`src/rtl/mpio_pkg.sv`:
```
package mpio_pkg;
  typedef enum logic [1:0] {
    MD_IN   = 2'b00,
    MD_OUT  = 2'b01,
    MD_RSVD = 2'b10,
    MD_ALT  = 2'b11
  } pin_mode_e;

  localparam int MODE_BITS = 2;
  localparam int ADDR_DATA = 0;
  localparam int ADDR_MODE0 = 1;
endpackage

```
`src/rtl/mpio_sync.sv`:
```
module mpio_sync #(
  parameter int W      = 9,
  parameter int STAGES = 2
) (
  input  logic         clk,
  input  logic         rst,
  input  logic [W-1:0] d,
  output logic [W-1:0] q
);
  logic [STAGES-1:0][W-1:0] chain;

  always_ff @(posedge clk) begin
    if (rst) begin
      chain <= '0;
    end else begin
      chain[0] <= d;
      for (int s = 1; s < STAGES; s++) chain[s] <= chain[s-1];
    end
  end

  assign q = chain[STAGES-1];
endmodule

```
`src/rtl/mpio_regs.sv`:
```
module mpio_regs #(
  parameter int NPIN = 9,
  parameter int BUSW = 16,
  parameter int AW   = 2
) (
  input  logic                               clk,
  input  logic                               por_rst,
  input  logic                               man_rst,
  input  logic                               wr_stb,
  input  logic [AW-1:0]                      addr,
  input  logic [BUSW/8-1:0]                  be,
  input  logic [BUSW-1:0]                    wdata,
  output logic [NPIN-1:0]                    data_q,
  output logic [mpio_pkg::MODE_BITS*NPIN-1:0] mode_q
);
  import mpio_pkg::*;
  localparam int MODE_W = MODE_BITS * NPIN;

  // data register: cleared by power-on reset only
  always_ff @(posedge clk) begin
    if (por_rst) begin
      data_q <= '0;
    end else if (!man_rst && wr_stb && int'(addr) == ADDR_DATA) begin
      for (int i = 0; i < NPIN; i++)
        if (be[i/8]) data_q[i] <= wdata[i];
    end
  end

  // mode codes: cleared by either reset, spread over consecutive words
  always_ff @(posedge clk) begin
    if (por_rst || man_rst) begin
      mode_q <= '0;
    end else if (wr_stb) begin
      for (int j = 0; j < MODE_W; j++)
        if (int'(addr) == ADDR_MODE0 + j / BUSW && be[(j % BUSW) / 8])
          mode_q[j] <= wdata[j % BUSW];
    end
  end
endmodule

```
`src/rtl/mpio_pin_ctl.sv`:
```
module mpio_pin_ctl #(
  parameter int NPIN = 9
) (
  input  logic [mpio_pkg::MODE_BITS*NPIN-1:0] mode_q,
  input  logic [NPIN-1:0]                    data_q,
  input  logic [NPIN-1:0]                    pin_sync,
  output logic [NPIN-1:0]                    rd_bits,
  output logic [NPIN-1:0]                    pin_out,
  output logic [NPIN-1:0]                    pin_oe
);
  import mpio_pkg::*;

  generate
    for (genvar i = 0; i < NPIN; i++) begin : g_pin
      pin_mode_e md;
      logic      drive;
      assign md = pin_mode_e'(mode_q[MODE_BITS*i +: MODE_BITS]);
      always_comb begin
        case (md)
          MD_OUT:  drive = 1'b1;
          MD_IN,
          MD_ALT,
          MD_RSVD: drive = 1'b0;
          default: drive = 1'b0;
        endcase
      end
      assign pin_oe[i]  = drive;
      assign pin_out[i] = drive & data_q[i];
      assign rd_bits[i] = drive ? data_q[i] : pin_sync[i];
    end
  endgenerate
endmodule

```
`src/rtl/mpio_port.sv`:
```
module mpio_port #(
  parameter int NPIN        = 9,
  parameter int BUSW        = 16,
  parameter int AW          = 2,
  parameter int SYNC_STAGES = 2
) (
  input  logic              clk,
  input  logic              por_rst,
  input  logic              man_rst,
  input  logic              bus_sel,
  input  logic              bus_wr,
  input  logic [AW-1:0]     bus_addr,
  input  logic [BUSW/8-1:0] bus_be,
  input  logic [BUSW-1:0]   bus_wdata,
  output logic [BUSW-1:0]   bus_rdata,
  input  logic [NPIN-1:0]   pin_in,
  output logic [NPIN-1:0]   pin_out,
  output logic [NPIN-1:0]   pin_oe
);
  import mpio_pkg::*;
  localparam int MODE_W     = MODE_BITS * NPIN;
  localparam int MODE_WORDS = (MODE_W + BUSW - 1) / BUSW;
  localparam int NWORDS     = 1 + MODE_WORDS;

  logic [NPIN-1:0]              data_q;
  logic [MODE_W-1:0]            mode_q;
  logic [NPIN-1:0]              pin_sync;
  logic [NPIN-1:0]              rd_bits;
  logic [MODE_WORDS*BUSW-1:0]   mode_pad;
  logic [BUSW-1:0]              word_v [NWORDS];
  logic                         wr_stb;

  assign wr_stb = bus_sel & bus_wr;

  mpio_regs #(.NPIN(NPIN), .BUSW(BUSW), .AW(AW)) u_regs (
    .clk(clk), .por_rst(por_rst), .man_rst(man_rst), .wr_stb(wr_stb),
    .addr(bus_addr), .be(bus_be), .wdata(bus_wdata),
    .data_q(data_q), .mode_q(mode_q)
  );

  mpio_sync #(.W(NPIN), .STAGES(SYNC_STAGES)) u_sync (
    .clk(clk), .rst(por_rst | man_rst), .d(pin_in), .q(pin_sync)
  );

  mpio_pin_ctl #(.NPIN(NPIN)) u_ctl (
    .mode_q(mode_q), .data_q(data_q), .pin_sync(pin_sync),
    .rd_bits(rd_bits), .pin_out(pin_out), .pin_oe(pin_oe)
  );

  assign mode_pad  = (MODE_WORDS*BUSW)'(mode_q);
  assign word_v[0] = BUSW'(rd_bits);

  generate
    for (genvar k = 0; k < MODE_WORDS; k++) begin : g_mword
      assign word_v[1+k] = mode_pad[k*BUSW +: BUSW];
    end
  endgenerate

  always_comb begin
    bus_rdata = '0;
    if (bus_sel && int'(bus_addr) < NWORDS) bus_rdata = word_v[bus_addr];
  end
endmodule

```
`config.mk`:
```
export PLATFORM = sky130hd
export DESIGN_NAME = mpio_port
export DESIGN_NICKNAME = d
export VERILOG_FILES = /design/src/rtl/mpio_pkg.sv /design/src/rtl/mpio_sync.sv /design/src/rtl/mpio_regs.sv /design/src/rtl/mpio_pin_ctl.sv /design/src/rtl/mpio_port.sv
export SDC_FILE = /design/constraint.sdc
export NUM_CORES = 1
export LEC_CHECK = 0
export BUFFER_PORTS_ARGS = -buffer_cell sky130_fd_sc_hd__buf_2
export CORE_MARGIN = 5
export CORE_UTILIZATION = 30
export CTS_CLUSTER_SIZE = 20
export DETAILED_ROUTE_END_ITERATION = 7
export PLACE_DENSITY = 0.6
export SYNTH_ARGS = -nofsm -noshare
export SYNTH_HDL_FRONTEND = slang
export SYNTH_HIERARCHICAL = 1
export SYNTH_SLANG_ARGS = --single-unit
```
`constraint.sdc`:
```
create_clock -name clk -period 1.7 [get_ports clk]
set_input_delay 0.255 -clock clk [delete_from_list [all_inputs] [get_ports clk]]
set_output_delay 0.255 -clock clk [all_outputs]
set_load 0.1 [all_outputs]
```
After elaboration in Yosys (flattened, before gate mapping)
Cells that the tools add are included.
{ "totals": {"reg_bits": 45, "in_bits": 34, "wordCells": 104} }
{ "op_classes": {"order_cmp": 2, "n_eq_ne": 29, "mux": 22, "bitwise": 12, "reduce_logical": 32} }
{ "op_table": {"columns": ["operator", "n"], "rows": [
  ["$mux W16", 3],
  ["$eq A2 B2 Y1 const B", 20],
  ["$bmux W16 S2", 1],
  ["$reduce_or A3 Y1", 9],
  ["$logic_not A2 Y1", 10],
  ["$eq A2 B1 Y1 const B", 9],
  ["$pmux W1 S2", 9],
  ["$and A1 B1 Y1", 10],
  ["$reduce_and A2 Y1", 5],
  ["$mux W1", 9],
  ["$logic_and A1 B1 Y1", 6],
  ["$ge A3 B3 Y1 const B", 1],
  ["$not A2 Y3", 1],
  ["$lt A2 B2 Y1 const B", 1],
  ["$logic_not A1 Y1", 1],
  ["$logic_or A1 B1 Y1", 1],
  ["$or A1 B1 Y1", 1]
]} }

Longest topological paths before layout
Gate-level depths: netlist of the first run.
{ "depth": {"word_depth": 8, "ltp_mapped": 6, "mapped_depth_nobuf": 5} }

Cells and area by module
Netlist of the first run, hierarchy kept.
{ "by_module_without_submodules": {"columns": ["module", "n_inst", "cells_each", "area_per_inst_um2", "seq_area_each_um2"], "rows": [
  ["mpio_regs", 1, 123, 1108.6, 540.5],
  ["mpio_sync", 1, 46, 556.8, 360.3],
  ["mpio_pin_ctl", 1, 36, 394.1, 0.0],
  ["mpio_port", 1, 35, 245.2, 0.0]
]} }

Worst setup path after synthesis of the first run
No wires, ideal clock.
{ "synth_path": {"path_type": "register -> output", "from": "register u_regs/mode_q[6] (netlist name)", "to": "output bus_rdata[3]", "arrival_time_ps": 1940, "path_slack_ps": -495, "path_stages_with_launch": 5, "path_buffers": 0, "path_cell_list": "dfxtp_1 -> nor2b_4 -> mux2_4 -> mux2i_1 -> nor2_1"} }
{ "synth_via": {"elab_chain_len": 8, "word_cells_on_any_way": 11} }
{ "synth_lines": {"columns": ["item", "line_no", "rtl"], "rows": [
  ["from (decl)", "mpio_regs.sv:14", "output logic [mpio_pkg::MODE_BITS*NPIN-1:0] mode_q"],
  ["from (signal, indexed assignment)", "mpio_regs.sv:36", "mode_q[j] <= wdata[j % BUSW];"],
  ["$eq A2 B2 Y1 / $logic_not A2 Y1 (equally long branches)", "mpio_pin_ctl.sv:19", "case (md)"],
  ["$reduce_or A3 Y1", "mpio_pin_ctl.sv:19", null],
  ["$pmux W1 S2 (*)", "mpio_pin_ctl.sv:19", null],
  ["named net u_ctl.g_pin[3].drive", "mpio_pin_ctl.sv:16", "logic drive;"],
  ["$mux W1 (*)", "mpio_pin_ctl.sv:29", "assign rd_bits[i] = drive ? data_q[i] : pin_sync[i];"],
  ["named net rd_bits[3]", "mpio_port.sv:28", "logic [NPIN-1:0] rd_bits;"],
  ["$bmux W16 S2 (*)", "mpio_port.sv:61", "if (bus_sel && int'(bus_addr) < NWORDS) bus_rdata = word_v[bus_addr];"],
  ["$mux W16 (not written as such) (*) (2 in series)", "mpio_port.sv:61", null],
  ["$mux W16 (*)", "mpio_port.sv:61", null],
  ["to (decl)", "mpio_port.sv:15", "output logic [BUSW-1:0] bus_rdata,"]
]} }
The timed path passes the listed nets; every way through them passes the cells marked *. The select of a mux whose other input is x is not followed.

Worst setup path after layout of the first run
{ "layout_path": {"from": "register u_regs/mode_q[2] (netlist name)", "to": "output bus_rdata[1]"} }
{ "layout_via": {"elab_chain_len": 8, "word_cells_on_any_way": 11} }
{ "layout_lines": {"columns": ["item", "line_no"], "rows": [
  ["$eq A2 B2 Y1 / $logic_not A2 Y1 (equally long branches)", "mpio_pin_ctl.sv:19"],
  ["$reduce_or A3 Y1", "mpio_pin_ctl.sv:19"],
  ["$pmux W1 S2 (*)", "mpio_pin_ctl.sv:19"],
  ["$mux W1 (*)", "mpio_pin_ctl.sv:29"],
  ["named net rd_bits[1]", "mpio_port.sv:28"],
  ["$bmux W16 S2 (*)", "mpio_port.sv:61"],
  ["$mux W16 (not written as such) (*) (2 in series)", "mpio_port.sv:61"],
  ["$mux W16 (*)", "mpio_port.sv:61"]
]} }
Marked as above.

==> summary.md, run 1 <==
| Metric | Value |
|---|---|
| Status | complete, but fails checks |
| Failing checks | negative setup slack |
| Crit Path Max Fanout | 2 |
| Post-synthesis cell count | 240 |
| FF-to-FF setup slack | 970 ps |
| Worst Max-Slew Pin Slew | 502.9 ps |
| Core Region | 0.007607 mm² |
| Reg-to-Reg Start | u_regs/mode_q[5] |
| Avg Vias per Cell | 4.311 |
| Total routed wirelength | 5.573 mm |
| Remaining DRCs | 0 |
| Average size of a mapped cell | 9.603 µm² |
| Die Ht | 97.65 µm |
| Post-Route Utilization | 44.13% |
| CP max stage cell | dfxtp_2 |
| Routability Congestion | 0.7781 |
| Seq cells post-synth | 45 |
| Clk_lat worst skew | 290 ps |
| Area grow syn2layout | 45.66% |
| Layout cells sized above 1 | 51.44% |
| DP Worst Slack | -13.49 ps |
| Clock Path Buffers | 2 |
| Share of the synthesized area in the top cell type | 39.09% |
| Maximum VDD drop | 0.5465 mV |
| Clock root buffer | clkbuf_8 |
| Hpwl dp | 4.103 mm |
| Critical path origin | u_regs/mode_q[2] |
| CTS buffer count | 5 |
| Final setup vio count | 9 |
| EDFF count, synth | 0 |
| Post-DRT Antenna Nets | 0 |
| Clk_skew | 1.897 ps |
| First drt pass iteration count | 4 |
| CP required | 1440 ps |
| Crit. End Element | primary output |
| CP startpoint kind | flop |
| Final Net Count | 346 |
| Reg2Reg Depth | 3 |
| Top_reg_cell synth | dfxtp_1 |
| Routed WL per cell | 13.43 µm |
| Worst Hold Class | in -> reg |
| Vias in the first global route | 1,798 |
| First-iteration detailed-routing DRC count | 57 |
| I/O pin count | 68 |
| Total track usage | 11.87% |
| Post-cts hold buffer count | 0 |
| Reg clk slew, reported paths | 90 ps |
| Critical Path Sink | bus_rdata[1] |
| Final hold vios | 0 |
| Global-route wire length before repair | 8.970 mm |
| Reg2reg end | u_regs/mode_q[5] |
| Largest net degree at the start of global routing | 21 |
| Synth area leaders | dfxtp_1, mux2i_1, buf_4, mux2_4, nor2b_4 |
| Initial core utilization | 30.30% |
| Post-synthesis sequential area ratio | 39.09% |
| Multi-input gate area | 0.001310 mm² |
| Post-Syn Area | 0.002305 mm² |
| Synth unique cells | 27 |
| Slew headroom | 66.70% |
| Post-synth ARST share | 0% |
| Die Area | 0.009536 mm² |
| CTS tree | yes |
| Max frequency | 537.0 MHz |
| Worst setup margin | -162.4 ps |
| Site row count | 32 |
| Vias | 1,789 |
| Initial antenna violation count | 0 |
| H-tree levels | 2 |
| Yosys warning count | 6 |
| Fin. max-slew vios | 0 |
| Number of diodes | 0 |
| Congestion Overflow GR | 0 |
| Fin crit share | 109.6% |
| Tmin final | 1862 ps |
| Sink Count | 45 |
| RSZ-0062 raised after global routing | yes |
| Leakage power | 1.368 nW |
| Setup CP Type | reg -> out |
| Worst EP arrival | 1610 ps |
| Worst stage delay on the critical path | 340 ps |
| Cell Chain, Critical Path | nor2b_4 > mux2_4 > mux2i_1 > o21ai_1 > and2_4 > buf_12 |
| Sequential standard cell area | 922.1 µm² |
| Port bufs | 67 |
| Die width | 97.65 µm |
| Cell taking the most area after synthesis | dfxtp_1 |
| Max cap viols | 0 |
| Final Power | 2.225 mW |
| Fillers | 755 |
| Syn_nets | 274 |
| Power Density | 662.8 mW/mm² |
cell families after synthesis:
| family | synth area share, % |
|---|---|
| and+or+nand+nor | 34.20 |
| DFF | 39.09 |
| muxes | 14.55 |
| buffers and inverters | 8.251 |
| AOI/OAI and AO/OA | 3.909 |
synthesized netlist by cell type (2+ instances only):
master,count
nor2b_1,11
mux2i_1,20
buf_2,5
dfxtp_1,45
nand3b_1,3
nand2b_1,19
and2_1,10
and4b_1,2
and2b_1,7
nand4b_1,3
nor2b_4,9
o21ai_1,2
and2_2,9
nand2_1,32
nor2_1,9
mux2_4,9
buf_4,20
a21oi_1,16
power breakdown:
part           internal [mW]  switching [mW]
registers               1.07         0.00519
logic                 0.0899           0.104
clock network          0.584           0.375
total                   1.74           0.484
through the flow:
step	hold slack (ps)	cell area [µm²]	cells	setup TNS [ps]
floorplan	380.2	2345	240	-217.7
global placement	412.7	2990	392	0
detailed placement	419.2	2990	392	-13.49
CTS	150.1	3332	413	-866.2
global route	150.3	3357	415	-1308
finish	159.8	3357	415	-690.5
critical path: cells and delay by family, from the launching register on:
kind	cells	cell delay (ps)
AO/OA/AOI/OAI	1	70
buffers and inverters	1	160
flip-flops	1	340
multiplexers	2	440
AND/OR/NAND/NOR	2	300
layout by cell type (no fill, tap or decap), types with 3 or more instances in the layout:
| cell | netlist | final |
|---|---|---|
| mux2i_4 | 0 | 4 |
| nor2b_1 | 11 | 11 |
| nor2b_4 | 9 | 9 |
| dfxtp_2 | 0 | 14 |
| nand2b_1 | 19 | 19 |
| buf_4 | 20 | 27 |
| and2b_1 | 7 | 7 |
| buf_12 | 0 | 22 |
| clkbuf_8 | 0 | 5 |
| mux2_4 | 9 | 9 |
| mux2i_1 | 20 | 15 |
| nor2_4 | 1 | 5 |
| nand4b_1 | 3 | 3 |
| nand3b_1 | 3 | 3 |
| nor2_2 | 0 | 3 |
| and2_1 | 10 | 8 |
| dfxtp_1 | 45 | 30 |
| buf_2 | 5 | 41 |
| nand2_1 | 32 | 32 |
| a21oi_1 | 16 | 16 |
| and2_2 | 9 | 9 |
layer usage:
layer	vias up	wire, µm	track usage, %
li1	902	-	-
met1	835	2501	15.37
met2	47	2662	18.66
met3	5	366	3.877
met4	0	42	3.834
met5	-	0	0
worst min path at each step:
stage / startpoint / end / slack, ps / depth (start not counted)
floorplan: pin_in[8] / u_sync/chain[8] / 380 / 1
global placement: u_sync/chain[4] / u_sync/q[4] / 410 / 1
detailed placement: u_sync/chain[1] / u_sync/q[1] / 420 / 1
CTS: pin_in[5] / u_sync/chain[5] / 150 / 2
global route: pin_in[2] / u_sync/chain[2] / 150 / 2
finish: pin_in[7] / u_sync/chain[7] / 160 / 2
cell type report:
class	count	share of cell area [%]
Multi-Input combinational cell	168	39.02
Sequential cell	45	27.47
Timing Repair Buffer	92	25.72
Tap cell	102	3.802
Clock buffer	5	2.050
Clock inverter	3	1.938
flip-flops by register name, indices dropped and copies added (netlist names):
register	cells
u_sync/q	9
u_regs/mode_q	18
u_sync/chain	9
u_regs/data_q	9
repair_timing:
item | in CTS | in global routing
endpoints found under the setup margin | 11 | 10
setup buffers | 13 | 2
pin swaps | 4 | 2
resized for setup | 36 | 4
No activity file was read; power rests on OpenSTA's default activity.
==> run 2: changes to the inputs <==
Settings changed: CORE_UTILIZATION 30 to 35, PLACE_DENSITY 0.6 to 0.67, SLEW_MARGIN set to 20.
==> run 2 against run 1 <==
  * The run still ends with negative setup slack left
  * Via count shrank 1.2%
  * Non-clock buffer count grew 2
  * Total power shrank 14%
  * Worst hold slack is essentially flat
  * Maximum frequency shrank 0.18%
  * Global-route usage grew 1.3 points
  * Register-to-register slack lost 150 ps
  * Worst setup slack lost 3.4 ps
  * Sequential share of layout area grew 1.1 points
  * Sequential cell count is the same
  * Critical path type unchanged
  * Highest routed layer unchanged
==> summary.md, run 2 (synthesis results as in run 1) <==
| Metric | Value |
|---|---|
| Status | complete, but fails checks |
| Final hold vios | 0 (unchanged) |
| Worst Max-Slew Pin Slew | 675.3 ps (+172.4 ps) |
| Port bufs | 67 (unchanged) |
| Clock Path Buffers | 2 (unchanged) |
| Clk_lat worst skew | 290 ps (about the same) |
| H-tree levels | 2 (unchanged) |
| Leakage power | 1.344 nW (-1.8%) |
| Clk_skew | 2.563 ps (+0.6659 ps) |
| Crit. End Element | primary output |
| Number of diodes | 0 (unchanged) |
| Hpwl dp | 4.010 mm (-2.3%) |
| Failing checks | negative setup slack |
| RSZ-0062 raised after global routing | yes |
| Multi-input gate area | 0.001297 mm² (-0.96%) |
| Sequential standard cell area | 922.1 µm² (unchanged) |
| CP max stage cell | dfxtp_2 |
| Maximum VDD drop | 0.4941 mV (-9.6%) |
| Most common cell after layout, fill and taps aside | buf_2 |
| Fin. max-slew vios | 0 (unchanged) |
| Placed Area | 0.002856 mm² (-4.5%) |
| Total track usage | 13.13% (+1.3 points) |
| CP startpoint kind | flop |
| Final Net Count | 348 (+0.58%) |
| DP Worst Slack | -26.52 ps (-13.03 ps) |
| Congestion Overflow GR | 0 (unchanged) |
| Core Region | 0.006386 mm² (-16%) |
| Area grow syn2layout | 40.01% |
| Setup CP Type | reg -> out |
| First drt pass iteration count | 4 (unchanged) |
| Worst setup margin | -165.7 ps (-3.360 ps) |
| Post-DRT Antenna Nets | 0 (unchanged) |
| First-iteration detailed-routing DRC count | 79 (+39%) |
| Most frequent cells in the layout | buf_2, nand2_1, buf_4, dfxtp_1, nand2b_1 |
| CP required | 1440 ps (about the same) |
| Tmin final | 1866 ps (+3.360 ps) |
| Register with the most flip-flops | u_regs/mode_q |
| I/O pin count | 68 (unchanged) |
| Worst EP arrival | 1610 ps (about the same) |
| Post-Route Utilization | 50.53% (+6.4 points) |
| Largest net degree at the start of global routing | 21 (unchanged) |
| Cell Chain, Critical Path | nor2b_4 > mux2_4 > mux2i_1 > o21ai_1 > and2_4 > buf_12 |
| CTS buffer count | 5 (unchanged) |
| Top delay family on crit path | multiplexers |
| Clock root buffer | clkbuf_8 |
| Vias | 1,768 (-1.2%) |
| Reg2Reg Depth | 4 (+1) |
| Die Ht | 91.15 µm (-6.7%) |
| Avg Vias per Cell | 4.510 (+4.6%) |
| Routability Congestion | 0.7168 (-7.9%) |
| Reg2reg end | u_regs/mode_q[16] |
| Worst stage delay on the critical path | 330 ps (about the same) |
| Total routed wirelength | 5.355 mm (-3.9%) |
| FF-to-FF setup slack | 820 ps (-150 ps) |
| Die Area | 0.008307 mm² (-13%) |
| Vias in the first global route | 1,809 (+0.61%) |
| Site row count | 29 (-9.4%) |
| Critical path origin | u_regs/mode_q[2] |
| Slew headroom | 54.98% (-12 points) |
| Layout cells sized above 1 | 52.06% (+0.63 points) |
| Sink Count | 45 (unchanged) |
| Die width | 91.15 µm (-6.7%) |
| Setup TNS Final | -780.2 ps (-89.68 ps) |
| Worst Hold Class | in -> reg |
| Fillers | 590 (-22%) |
| Final setup vio count | 10 (+1) |
| Worst path buffer plus inverter count | 1 (unchanged) |
| Max reg flops | 18 (unchanged) |
| Post-cts hold buffer count | 0 (unchanged) |
| Reg clk slew, reported paths | 80 ps (about the same) |
| Power Density | 591.0 mW/mm² (-11%) |
| Initial core utilization | 36.09% (+5.8 points) |
| Routed WL per cell | 13.66 µm (+1.7%) |
| Fin crit share | 109.7% (+0.20 points) |
| Reg-to-Reg Start | u_regs/mode_q[16] |
| Worst path depth | 6 (unchanged) |
| Initial antenna violation count | 0 (unchanged) |
| Fin area | 0.003227 mm² (-3.9%) |
| CTS tree | yes |
| Max frequency | 536.0 MHz (-0.18%) |
| Global-route wire length before repair | 8.825 mm (-1.6%) |
| Critical Path Sink | bus_rdata[1] |
| Remaining DRCs | 0 (unchanged) |
| Crit Path Max Fanout | 2 (unchanged) |
| Max cap viols | 0 (unchanged) |
==> run 2: cell count changes in the layout (fill, tap and decap cells not counted), moves of 2 or more <==
cell,before,now
buf_12,22,16
dfxtp_1,30,28
buf_8,0,2
clkbuf_4,2,4
buf_4,27,31
dfxtp_2,14,17
bufinv_16,2,0
==> run 2: report_power, final <==
part	switching (mW)	total, mW	internal [mW]
clock network	0.367	0.651	0.284
logic	0.0996	0.183	0.0831
registers	0.00548	1.07	1.07
==> run 2: worst min-delay path by stage <==
stage	startpoint	to	slack, ps	depth (start not counted)
after detailed placement	u_sync/chain[1]	u_sync/q[1]	420	1
after global routing	pin_in[8]	u_sync/chain[8]	150	2
after global placement	u_sync/chain[4]	u_sync/q[4]	410	1
after CTS	pin_in[8]	u_sync/chain[8]	150	2
after floorplan	pin_in[8]	u_sync/chain[8]	380	1
final	pin_in[8]	u_sync/chain[8]	160	2
==> run 2: final cells by class <==
cell class	instances	area share, %
flip-flops and latches	45	28.58
clock inverters	3	0.5428
well taps	77	2.986
multi-input cells	168	40.21
repair buffers	94	25.55
clock buffers	5	2.133
==> run 2: routing by layer <==
metal | part of all wire [%] | vias up | GRT usage, %
li1 | - | 905 | -
met1 | 46 | 809 | 17.35
met2 | 47 | 48 | 20.97
met3 | 5.4 | 6 | 3.471
met4 | 1.2 | 0 | 4.034
met5 | 0 | - | 0
==> run 2: worst register-to-register path: cells and delay by family, from the launching register on <==
kind,cells,cell delay [ps]
buffers and inverters,2,240
flip-flops,1,330
multiplexers,1,120
AND/OR/NAND/NOR,1,50
==> run 2: what timing repair did <==
| action | CTS | global route |
|---|---|---|
| pin swaps | 2 | 3 |
| setup buffers | 13 | 6 |
| endpoints found under the setup margin | 11 | 17 |
| gates cloned | 0 | 0 |
| gates resized for setup | 39 | 11 |
==> run 2: stage by stage <==
step                power (mW)  hold WS (ps)  cells
floorplan                1.207         380.2    240
global placement         1.270         412.7    365
detailed placement       1.273         419.2    365
CTS                      1.920         153.7    386
global route             1.993         150.2    392
finish                   1.907         159.4    392
